$ cat src/rtl/bwram_pkg.sv
package bwram_pkg;

  typedef enum logic [2:0] {
    MODE_UNDEF   = 3'd0,
    MODE_HOLD    = 3'd1,
    MODE_OLD     = 3'd2,
    MODE_NEW     = 3'd3,
    MODE_NEWONLY = 3'd4
  } rdwrMode_e;

  typedef enum logic [1:0] {
    SRC_STORED,
    SRC_MERGED,
    SRC_XWRITTEN,
    SRC_XUNWRITTEN
  } rdSrc_e;

  typedef struct packed {
    logic   doWrite;
    logic   doRead;
    rdSrc_e rdSrc;
  } portStrobe_t;

  function automatic int laneCount(int dataW, int byteW);
    return (byteW >= dataW) ? 1 : dataW / byteW;
  endfunction

  function automatic int laneWidth(int dataW, int byteW);
    return (byteW >= dataW) ? dataW : byteW;
  endfunction

endpackage

$ cat src/rtl/bwram_ctrl.sv
module bwram_ctrl
  import bwram_pkg::*;
#(
  parameter int DATA_W      = 32,
  parameter int SEPARATE_BE = 0,
  parameter int NLANES      = 4,
  parameter int LANE_W      = 8,
  parameter int WE_W        = 4
) (
  input  logic              ce,
  input  logic [2:0]        rdwrMode,
  input  logic [WE_W-1:0]   wrEn,
  input  logic [NLANES-1:0] byteEn,
  output portStrobe_t       strobe,
  output logic [DATA_W-1:0] bitMask
);

  logic [NLANES-1:0] laneEn;
  logic              anyWrite;
  rdwrMode_e         modeSel;

  // Lane enables from either encoding style; ce gates both.
  generate
    if (SEPARATE_BE != 0) begin : g_split
      assign laneEn = (ce && wrEn[0]) ? byteEn : '0;
    end else begin : g_combined
      logic unusedByteEn;
      assign unusedByteEn = ^byteEn;
      assign laneEn = ce ? wrEn : '0;
    end
  endgenerate

  // Expand each lane enable over its data bits.
  for (genvar g = 0; g < NLANES; g++) begin : g_expand
    assign bitMask[g*LANE_W +: LANE_W] = {LANE_W{laneEn[g]}};
  end

  assign anyWrite = |laneEn;
  assign modeSel  = (rdwrMode > 3'd4) ? MODE_UNDEF : rdwrMode_e'(rdwrMode);

  always_comb begin
    strobe.doWrite = anyWrite;
    strobe.doRead  = ce && !(anyWrite && modeSel == MODE_HOLD);
    if (!anyWrite) begin
      strobe.rdSrc = SRC_STORED;
    end else begin
      unique case (modeSel)
        MODE_OLD:     strobe.rdSrc = SRC_STORED;
        MODE_NEW:     strobe.rdSrc = SRC_MERGED;
        MODE_NEWONLY: strobe.rdSrc = SRC_XUNWRITTEN;
        MODE_HOLD:    strobe.rdSrc = SRC_STORED;
        default:      strobe.rdSrc = SRC_XWRITTEN;
      endcase
    end
  end

endmodule

$ cat src/rtl/bwram_datapath.sv
module bwram_datapath
  import bwram_pkg::*;
#(
  parameter int                ADDR_W    = 4,
  parameter int                DATA_W    = 32,
  parameter int                DEPTH     = 16,
  parameter int                INIT_EN   = 0,
  parameter logic [DATA_W-1:0] INIT_WORD = '0
) (
  input  logic              clk,
  input  logic [ADDR_W-1:0] addr,
  input  logic [DATA_W-1:0] wrData,
  input  logic [DATA_W-1:0] bitMask,
  input  portStrobe_t       strobe,
  output logic [DATA_W-1:0] rdData
);

  logic [DATA_W-1:0] mem [DEPTH];
  logic [DATA_W-1:0] storedWord;
  logic [DATA_W-1:0] mergedWord;
  logic [DATA_W-1:0] rdNext;
  logic [DATA_W-1:0] rdQ;
  logic              pastValid = 1'b0;

  generate
    if (INIT_EN != 0) begin : g_init
      initial begin
        for (int i = 0; i < DEPTH; i++) mem[i] = INIT_WORD;
      end
    end
  endgenerate

  assign storedWord = mem[addr];
  assign mergedWord = (wrData & bitMask) | (storedWord & ~bitMask);

  always_comb begin
    unique case (strobe.rdSrc)
      SRC_STORED:     rdNext = storedWord;
      SRC_MERGED:     rdNext = mergedWord;
      SRC_XWRITTEN:   rdNext = (storedWord & ~bitMask) | (bitMask & {DATA_W{1'bx}});
      SRC_XUNWRITTEN: rdNext = (wrData & bitMask) | (~bitMask & {DATA_W{1'bx}});
      default:        rdNext = storedWord;
    endcase
  end

  always @(posedge clk) begin
    if (strobe.doWrite) mem[addr] <= mergedWord;
  end

  always_ff @(posedge clk) begin
    if (strobe.doRead) rdQ <= rdNext;
  end

  always_ff @(posedge clk) pastValid <= 1'b1;

  assign rdData = rdQ;

  // R8 (also R5): a stored-word read returns the pre-edge content.
  assert_old_word_R8: assert property (@(posedge clk) disable iff (!pastValid)
    (strobe.doRead && strobe.rdSrc == SRC_STORED) |=> (rdQ === $past(storedWord)));

  // the transparent read equals what the array holds after the write.
  assert_transparent_R9: assert property (@(posedge clk) disable iff (!pastValid)
    (strobe.doRead && strobe.rdSrc == SRC_MERGED) |=> (rdQ === mem[$past(addr)]));

  // without a write strobe the addressed word keeps its content.
  assert_no_write_keeps_R4: assert property (@(posedge clk) disable iff (!pastValid)
    !strobe.doWrite |=> (mem[$past(addr)] === $past(storedWord)));

endmodule

$ cat src/rtl/bytewise_rw_ram.sv
module bytewise_rw_ram
  import bwram_pkg::*;
#(
  parameter int                ADDR_W      = 4,
  parameter int                DATA_W      = 32,
  parameter int                BYTE        = 8,
  parameter int                SEPARATE_BE = 0,
  parameter int                INIT_EN     = 0,
  parameter logic [DATA_W-1:0] INIT_WORD   = '0,
  localparam int               NLANES      = laneCount(DATA_W, BYTE),
  localparam int               LANE_W      = laneWidth(DATA_W, BYTE),
  localparam int               WE_W        = (SEPARATE_BE != 0) ? 1 : NLANES,
  localparam int               DEPTH       = 1 << ADDR_W
) (
  input  logic              clk,
  input  logic              ce,
  input  logic [2:0]        rdwrMode,
  input  logic [ADDR_W-1:0] addr,
  input  logic [DATA_W-1:0] wrData,
  input  logic [WE_W-1:0]   wrEn,
  input  logic [NLANES-1:0] byteEn,
  output logic [DATA_W-1:0] rdData
);

  generate
    if (BYTE < DATA_W && (DATA_W % BYTE) != 0) begin : g_bad_lane
      $error("DATA_W must be a multiple of BYTE");
    end
  endgenerate

  portStrobe_t       strobe;
  logic [DATA_W-1:0] bitMask;
  logic              portWrite;
  logic              pastValid = 1'b0;

  bwram_ctrl #(
    .DATA_W(DATA_W), .SEPARATE_BE(SEPARATE_BE),
    .NLANES(NLANES), .LANE_W(LANE_W), .WE_W(WE_W)
  ) ctrl_i (
    .ce(ce), .rdwrMode(rdwrMode), .wrEn(wrEn), .byteEn(byteEn),
    .strobe(strobe), .bitMask(bitMask)
  );

  bwram_datapath #(
    .ADDR_W(ADDR_W), .DATA_W(DATA_W), .DEPTH(DEPTH),
    .INIT_EN(INIT_EN), .INIT_WORD(INIT_WORD)
  ) dp_i (
    .clk(clk), .addr(addr), .wrData(wrData), .bitMask(bitMask),
    .strobe(strobe), .rdData(rdData)
  );

  generate
    if (SEPARATE_BE != 0) begin : g_pw_split
      assign portWrite = wrEn[0] && (|byteEn);
    end else begin : g_pw_comb
      assign portWrite = |wrEn;
    end
  endgenerate

  always_ff @(posedge clk) pastValid <= 1'b1;

  // a low clock enable freezes the read register.
  assert_ce_freeze_R4: assert property (@(posedge clk) disable iff (!pastValid)
    !ce |=> $stable(rdData));

  // hold policy keeps the output across a write.
  assert_hold_output_R7: assert property (@(posedge clk) disable iff (!pastValid)
    (ce && rdwrMode == 3'd1 && portWrite) |=> $stable(rdData));

  // in split style a clear master enable suppresses every lane.
  assert_split_gate_R3: assert property (@(posedge clk) disable iff (!pastValid)
    (SEPARATE_BE != 0 && !wrEn[0]) |-> !strobe.doWrite);

endmodule

$ cat config.mk
export PLATFORM = sky130hd
export DESIGN_NAME = bytewise_rw_ram
export DESIGN_NICKNAME = d
export VERILOG_FILES = /design/src/rtl/bwram_pkg.sv /design/src/rtl/bwram_ctrl.sv /design/src/rtl/bwram_datapath.sv /design/src/rtl/bytewise_rw_ram.sv
export SDC_FILE = /design/constraint.sdc
export NUM_CORES = 1
export LEC_CHECK = 0
export ABC_CLOCK_PERIOD_IN_PS = 3880
export BUFFER_PORTS_ARGS = -buffer_cell sky130_fd_sc_hd__buf_4
export CAP_MARGIN = 10
export CORE_ASPECT_RATIO = 0.8
export CORE_MARGIN = 3
export CORE_UTILIZATION = 56
export DETAILED_ROUTE_END_ITERATION = 16
export PLACE_DENSITY = 0.86
export SLEW_MARGIN = 10
export SYNTH_ARGS = -nofsm -noshare
export SYNTH_HDL_FRONTEND = slang
export SYNTH_HIERARCHICAL = 1
export SYNTH_SLANG_ARGS = --single-unit
export TNS_END_PERCENT = 5
$ cat constraint.sdc
create_clock -name clk -period 3.88 [get_ports clk]
set_input_delay 0.194 -clock clk [delete_from_list [all_inputs] [get_ports clk]]
set_output_delay 0.194 -clock clk [all_outputs]
set_load 0.1 [all_outputs]
# Word-level counts from Yosys, hierarchy flattened
# Memory sizes are Yosys's and may differ from the RTL's.
# Index checks and enable logic that the tools add are counted.
# W data, S select, Z words.
[op_classes]
n_addsub = 0
mul = 0
div = 0
magnitude_cmp = 1
n_eq_ne = 7
n_shift = 0
mux = 7
bitwise = 4
reduce_logical = 6
[ops]
columns = ["op", "count"]
rows = [
  ["$pmux W32 S4", 1],
  ["$and A32 B32 Y32", 2],
  ["$not A32 Y32", 1],
  ["$or A32 B32 Y32", 1],
  ["$eq A3 B2 Y1 const B", 2],
  ["$pmux W2 S3", 1],
  ["$eq A2 B2 Y1 const B", 2],
  ["$mux W4", 1],
  ["$reduce_or A4 Y1", 1],
  ["$eq A3 B1 Y1 const B", 1],
  ["$eq A3 B3 Y1 const B", 1],
  ["$gt A3 B3 Y1 const B", 1],
  ["$mux W3", 1],
  ["$eq A2 B1 Y1 const B", 1],
  ["$logic_and A1 B1 Y1", 2],
  ["$logic_not A2 Y1", 1],
  ["$mux W1", 2],
  ["$mux W2", 1],
  ["$reduce_or A2 Y1", 1],
  ["$logic_not A1 Y1", 1],
]
[word_totals]
register_bits = 32
latchBits = 0
ramBits = 512
romBits = 0
inputBits = 49
output_inout_bits = 32
memories = 1
[memory_table]
columns = ["name", "depth", "width", "rd", "rd_ports_with_merged_regs", "write_ports", "line_no", "rtl"]
rows = [
  ["dp_i.mem", 16, 32, 1, 0, 1, "bwram_datapath.sv:18", "logic [DATA_W-1:0] mem [DEPTH];"],
]

# Logic depth before layout (Yosys ltp)
[logic_depth]
ltp_word = 8
ltp_mapped = 8
depth_no_buf = 6

# By module
# Netlist, hierarchy kept.
[by_module_without_submodules]
columns = ["mod", "instances", "cells_each", "area_each_um2", "seq_area_each_um2"]
rows = [
  ["bwram_datapath", 1, 1359, 22516.6, 16335.7],
  ["bwram_ctrl", 1, 43, 311.5, 0.0],
]

# Worst setup path after synthesis
# No wires, ideal clock.
[synth_path]
kind = "input to register"
from = "input addr[3]"
to = "memory dp_i.mem[0][0], enable pin"
arrival_ns = 3.351
slack_ns = 0.068
cell_stages = 5
path_buffers = 3
cell_sequence = "buf_4 > buf_6 > buf_2 > or3b_2 > nor3_1"
[synth_lines]
columns = ["item", "line_no", "rtl"]
rows = [
  ["start: declaration", "bytewise_rw_ram.sv:18", "input logic [ADDR_W-1:0] addr,"],
  ["end: declaration", "bwram_datapath.sv:18", ""],
]
# Straight into the memory's write port.

# Worst setup path in the final report
[layout_path]
from = "input addr[0]"
to = "memory dp_i.mem[11][11], data pin"
[layout_via]
elab_chain_cells = 3
[layout_lines]
columns = ["item", "line_no", "rtl"]
rows = [
  ["$mem_v2 Z16 W32", "--", ""],
  ["$and A32 B32 Y32", "bwram_datapath.sv:34", "assign mergedWord = (wrData & bitMask) | (storedWord & ~bitMask);"],
  ["$or A32 B32 Y32", "bwram_datapath.sv:34", ""],
  ["net dp_i.mergedWord[11]", "bwram_datapath.sv:20", "logic [DATA_W-1:0] mergedWord;"],
]
# The timed path passes the listed nets, and every way through them passes these cells.

==> results.py <==
metrics = {
    "yosys": {
        "yosysTopAreaCell": "edfxtp_1",
        "ys_dominant_reg_cell": "edfxtp_1",
        "synth_edf_count": 544,
        "synthTopCellsByArea": "edfxtp_1, mux2i_1, mux2_2",
        "async_flop_share_pct": 0,
        "syn-cell-area_um2": 22800,
        "synth_most_common_cell": "edfxtp_1",
        "ys_warn_count": 6,
        "synth_top_cells_by_count": "edfxtp_1, mux2i_1, nand2_1",
        "synth.avg_cell_area_um2": 16.3,
        "synth_cells": 1402,
        "ys_seq_elements": 544,
        "synth_cell_types": 36,
        "yosysSeqAreaShare_pct": 71.6,
        "synth_top_area_share_pct": 71.6,
        "syn-num-nets": 1451,
    },
    "power_and_ir_drop": {
        "switching_power_w": 0.00294,
        "p_clk_share_pct": 36.1,
        "ir_drop_mv": 0.368,
        "p_total_w": 0.0126,
        "p_int_w": 0.00964,
        "p_per_area_nw_per_um2": 484,
        "swShare_pct": 23.4,
        "p_leak_nw": 8.83,
        "power_frac_seq_pct": 53.6,
        "comb_power_share_pct": 10.3,
    },
    "route": {
        "viasPerCell": 6.52,
        "drt_drc_violations_left": 0,
        "drtPass1Iterations": 8,
        "post_drt_wl_per_cell_um": 26.0,
        "wl_um": 54400,
        "dr_total_vias": 13600,
        "first_iter_violations": 1661,
        "drtAntennaViolNets": 0,
    },
    "placed_design": {
        "hpwl_um": 31100,
        "dp_cells": 1990,
        "gp_congestion": 0.779,
        "port_buffers": 76,
    },
    "global_route": {
        "grt_pass1_vias": 13800,
        "use_met2_pct": 39.8,
        "busiest_layer": "met2",
        "grt_usage_pct": 24.8,
        "met3_usage_pct": 4.29,
        "grt_pass1_wl_um": 81700,
        "grt_use_met1_pct": 34.0,
        "grt_max_degree": 73,
        "overflow": 0,
        "antenna_found_initial": 0,
    },
    "clocking": {
        "holdBufCountCts": 20,
        "clock-sinks": 544,
        "cts_buffers": 50,
        "tritoncts": "yes",
        "insertion_delay_ps": 580,
        "clockRootBuffer": "clkbuf_16",
        "cts_resized": 0,
        "clkTransAtPathRegs_ps": 60,
        "postCtsSetupBuffers": 0,
        "cts.path.max_buffers": 3,
        "htreeDepth": 2,
    },
    "sta": {
        "period_minus_slack_ps": 2470,
        "skew_ps": 28.0,
        "maxSlewViolCount": 0,
        "max_slew_margin_pct": 21.2,
        "setup_tns_ps": 0,
        "finalHoldViolCount": 0,
        "worst_slew_pin_slew_ps": 1180,
        "fmax_mhz": 405,
        "setup_viol": 0,
        "period_share_pct": 63.6,
        "rsz0062_at_grt": "false",
    },
    "outcome": {
        "status": "completed",
    },
    "flow_run": {
        "drv_cap": 0,
    },
    "floorplan": {
        "die_h_um": 187,
        "pin_count": 81,
        "die_w_um": 232,
        "coreArea_um2": 39900,
        "die-area_um2": 43200,
        "initial_core_util_pct": 57.3,
        "rows": 65,
    },
    "final_layout": {
        "syn2layout_area_growth_pct": 13.9,
        "fillers": 2595,
        "fin_cells": 2094,
        "diodes": 0,
        "nNetsFinal": 1575,
        "drive_gt1_share_pct": 21.7,
    },
    "setup_path": {
        "end_kind": "flop",
        "crit_path_start_kind": "input port",
        "crit_fanout": 57,
        "critical_path_arrival_ps": 2870,
        "criticalPathCategory": "input port to flop",
        "required_ps": 4280,
    },
    "worst_hold_path": {
        "hold_path.class": "input port to flop",
    },
}
## through the flow
| stage | hold slack (ps) | worst slack [ps] | cell area (um2) | util [%] |
|---|---|---|---|---|
| after floorplan | 441 | 67.7 | 22800 | - |
| after global placement | 549 | 1110 | 24300 | 61.1 |
| after detailed placement | 554 | 980 | 24300 | 61.1 |
| after CTS | 0.479 | 1480 | 26000 | 65.3 |
| after global routing | 0.880 | 1340 | 26000 | 65.3 |
| final | 19.2 | 1410 | 26000 | 65.3 |
## path summary, 6_finish.rpt
path                                  startpoint          endpoint  slack, ps  depth (start not counted)
worst max-delay path                     addr[0]  dp_i/mem[11][11]       1410                          7
worst min-delay path                  wrData[24]   dp_i/rdData[24]         20                          3
worst max register to register  dp_i/mem[13][27]   dp_i/mem[8][27]       2060                          5
worst min register to register   dp_i/mem[15][3]    dp_i/rdData[3]        850                          3
## power groups by stage
stage                     Sequential [W]  Clock (W)  Combinational (W)
after floorplan                  0.00709          0           0.000629
after global placement           0.00686          0            0.00121
after detailed placement         0.00686          0            0.00126
after CTS                        0.00674    0.00459            0.00129
after global routing             0.00674    0.00484            0.00137
final                            0.00674    0.00454            0.00130
## metal layers
metal / wire length, um / up-vias
met5: 0 / -
met4: 2030 / 0
met3: 5520 / 175
met2: 26000 / 852
met1: 20900 / 6756
li1: - / 5862
## registers in the layout (all words and copies together), names as in the netlist
signal and cells:
dp_i/rdData 32, dp_i/mem 512
## area by class of cell
| class | count | area (um2) | area share (%) |
|---|---|---|---|
| clock buffers | 65 | 1330 | 5.11 |
| clock inverters | 19 | 139 | 0.534 |
| inverters | 1 | 3.75 | 0.0144 |
| multi-input cells | 745 | 5960 | 22.9 |
| flip-flops and latches | 544 | 16300 | 62.8 |
| well taps | 536 | 671 | 2.58 |
| repair buffers | 184 | 1580 | 6.06 |
## cells in the final DEF, fill, tap and decap left out, drive strengths merged, types with 2 or more instances in the layout
| cell | netlist | final |
|---|---|---|
| nor3 | 4 | 4 |
| a22oi | 32 | 32 |
| bufinv | 0 | 2 |
| o211ai | 32 | 32 |
| nand2 | 97 | 97 |
| o21ai | 64 | 64 |
| or2 | 33 | 33 |
| clkbuf | 28 | 65 |
| nand2b | 2 | 2 |
| clkinv | 0 | 15 |
| inv | 1 | 3 |
| mux2 | 64 | 64 |
| nand3b | 3 | 3 |
| dlygate4sd3 | 0 | 20 |
| buf | 84 | 164 |
| or3b | 2 | 2 |
| edfxtp | 544 | 544 |
| nor2b | 2 | 2 |
| mux2i | 192 | 192 |
| a222oi | 32 | 32 |
| and2 | 5 | 5 |
| o311ai | 32 | 32 |
| a211oi | 64 | 64 |
| maj3 | 32 | 32 |
| nand3 | 33 | 33 |
| nor2 | 15 | 15 |
## logic make-up (layout without fill, tap and decap cells)
family	Yosys count	count (layout)	share of synthesized area [%]
DFF	544	544	71.6
AOI/OAI and AO/OA	260	260	8.39
muxes	256	256	11.6
and+or+nand+nor	197	197	4.02
buffers and inverters	113	269	3.06
adders and majority gates	32	32	1.40
## worst max-delay path, stage by stage
cell	delay, ps
buf_6	530
buf_4	790
mux2i_1	210
a222oi_1	580
nand2_1	130
o311ai_1	110
buf_4	250
Note: power is estimated with default switching activity, not from simulation.
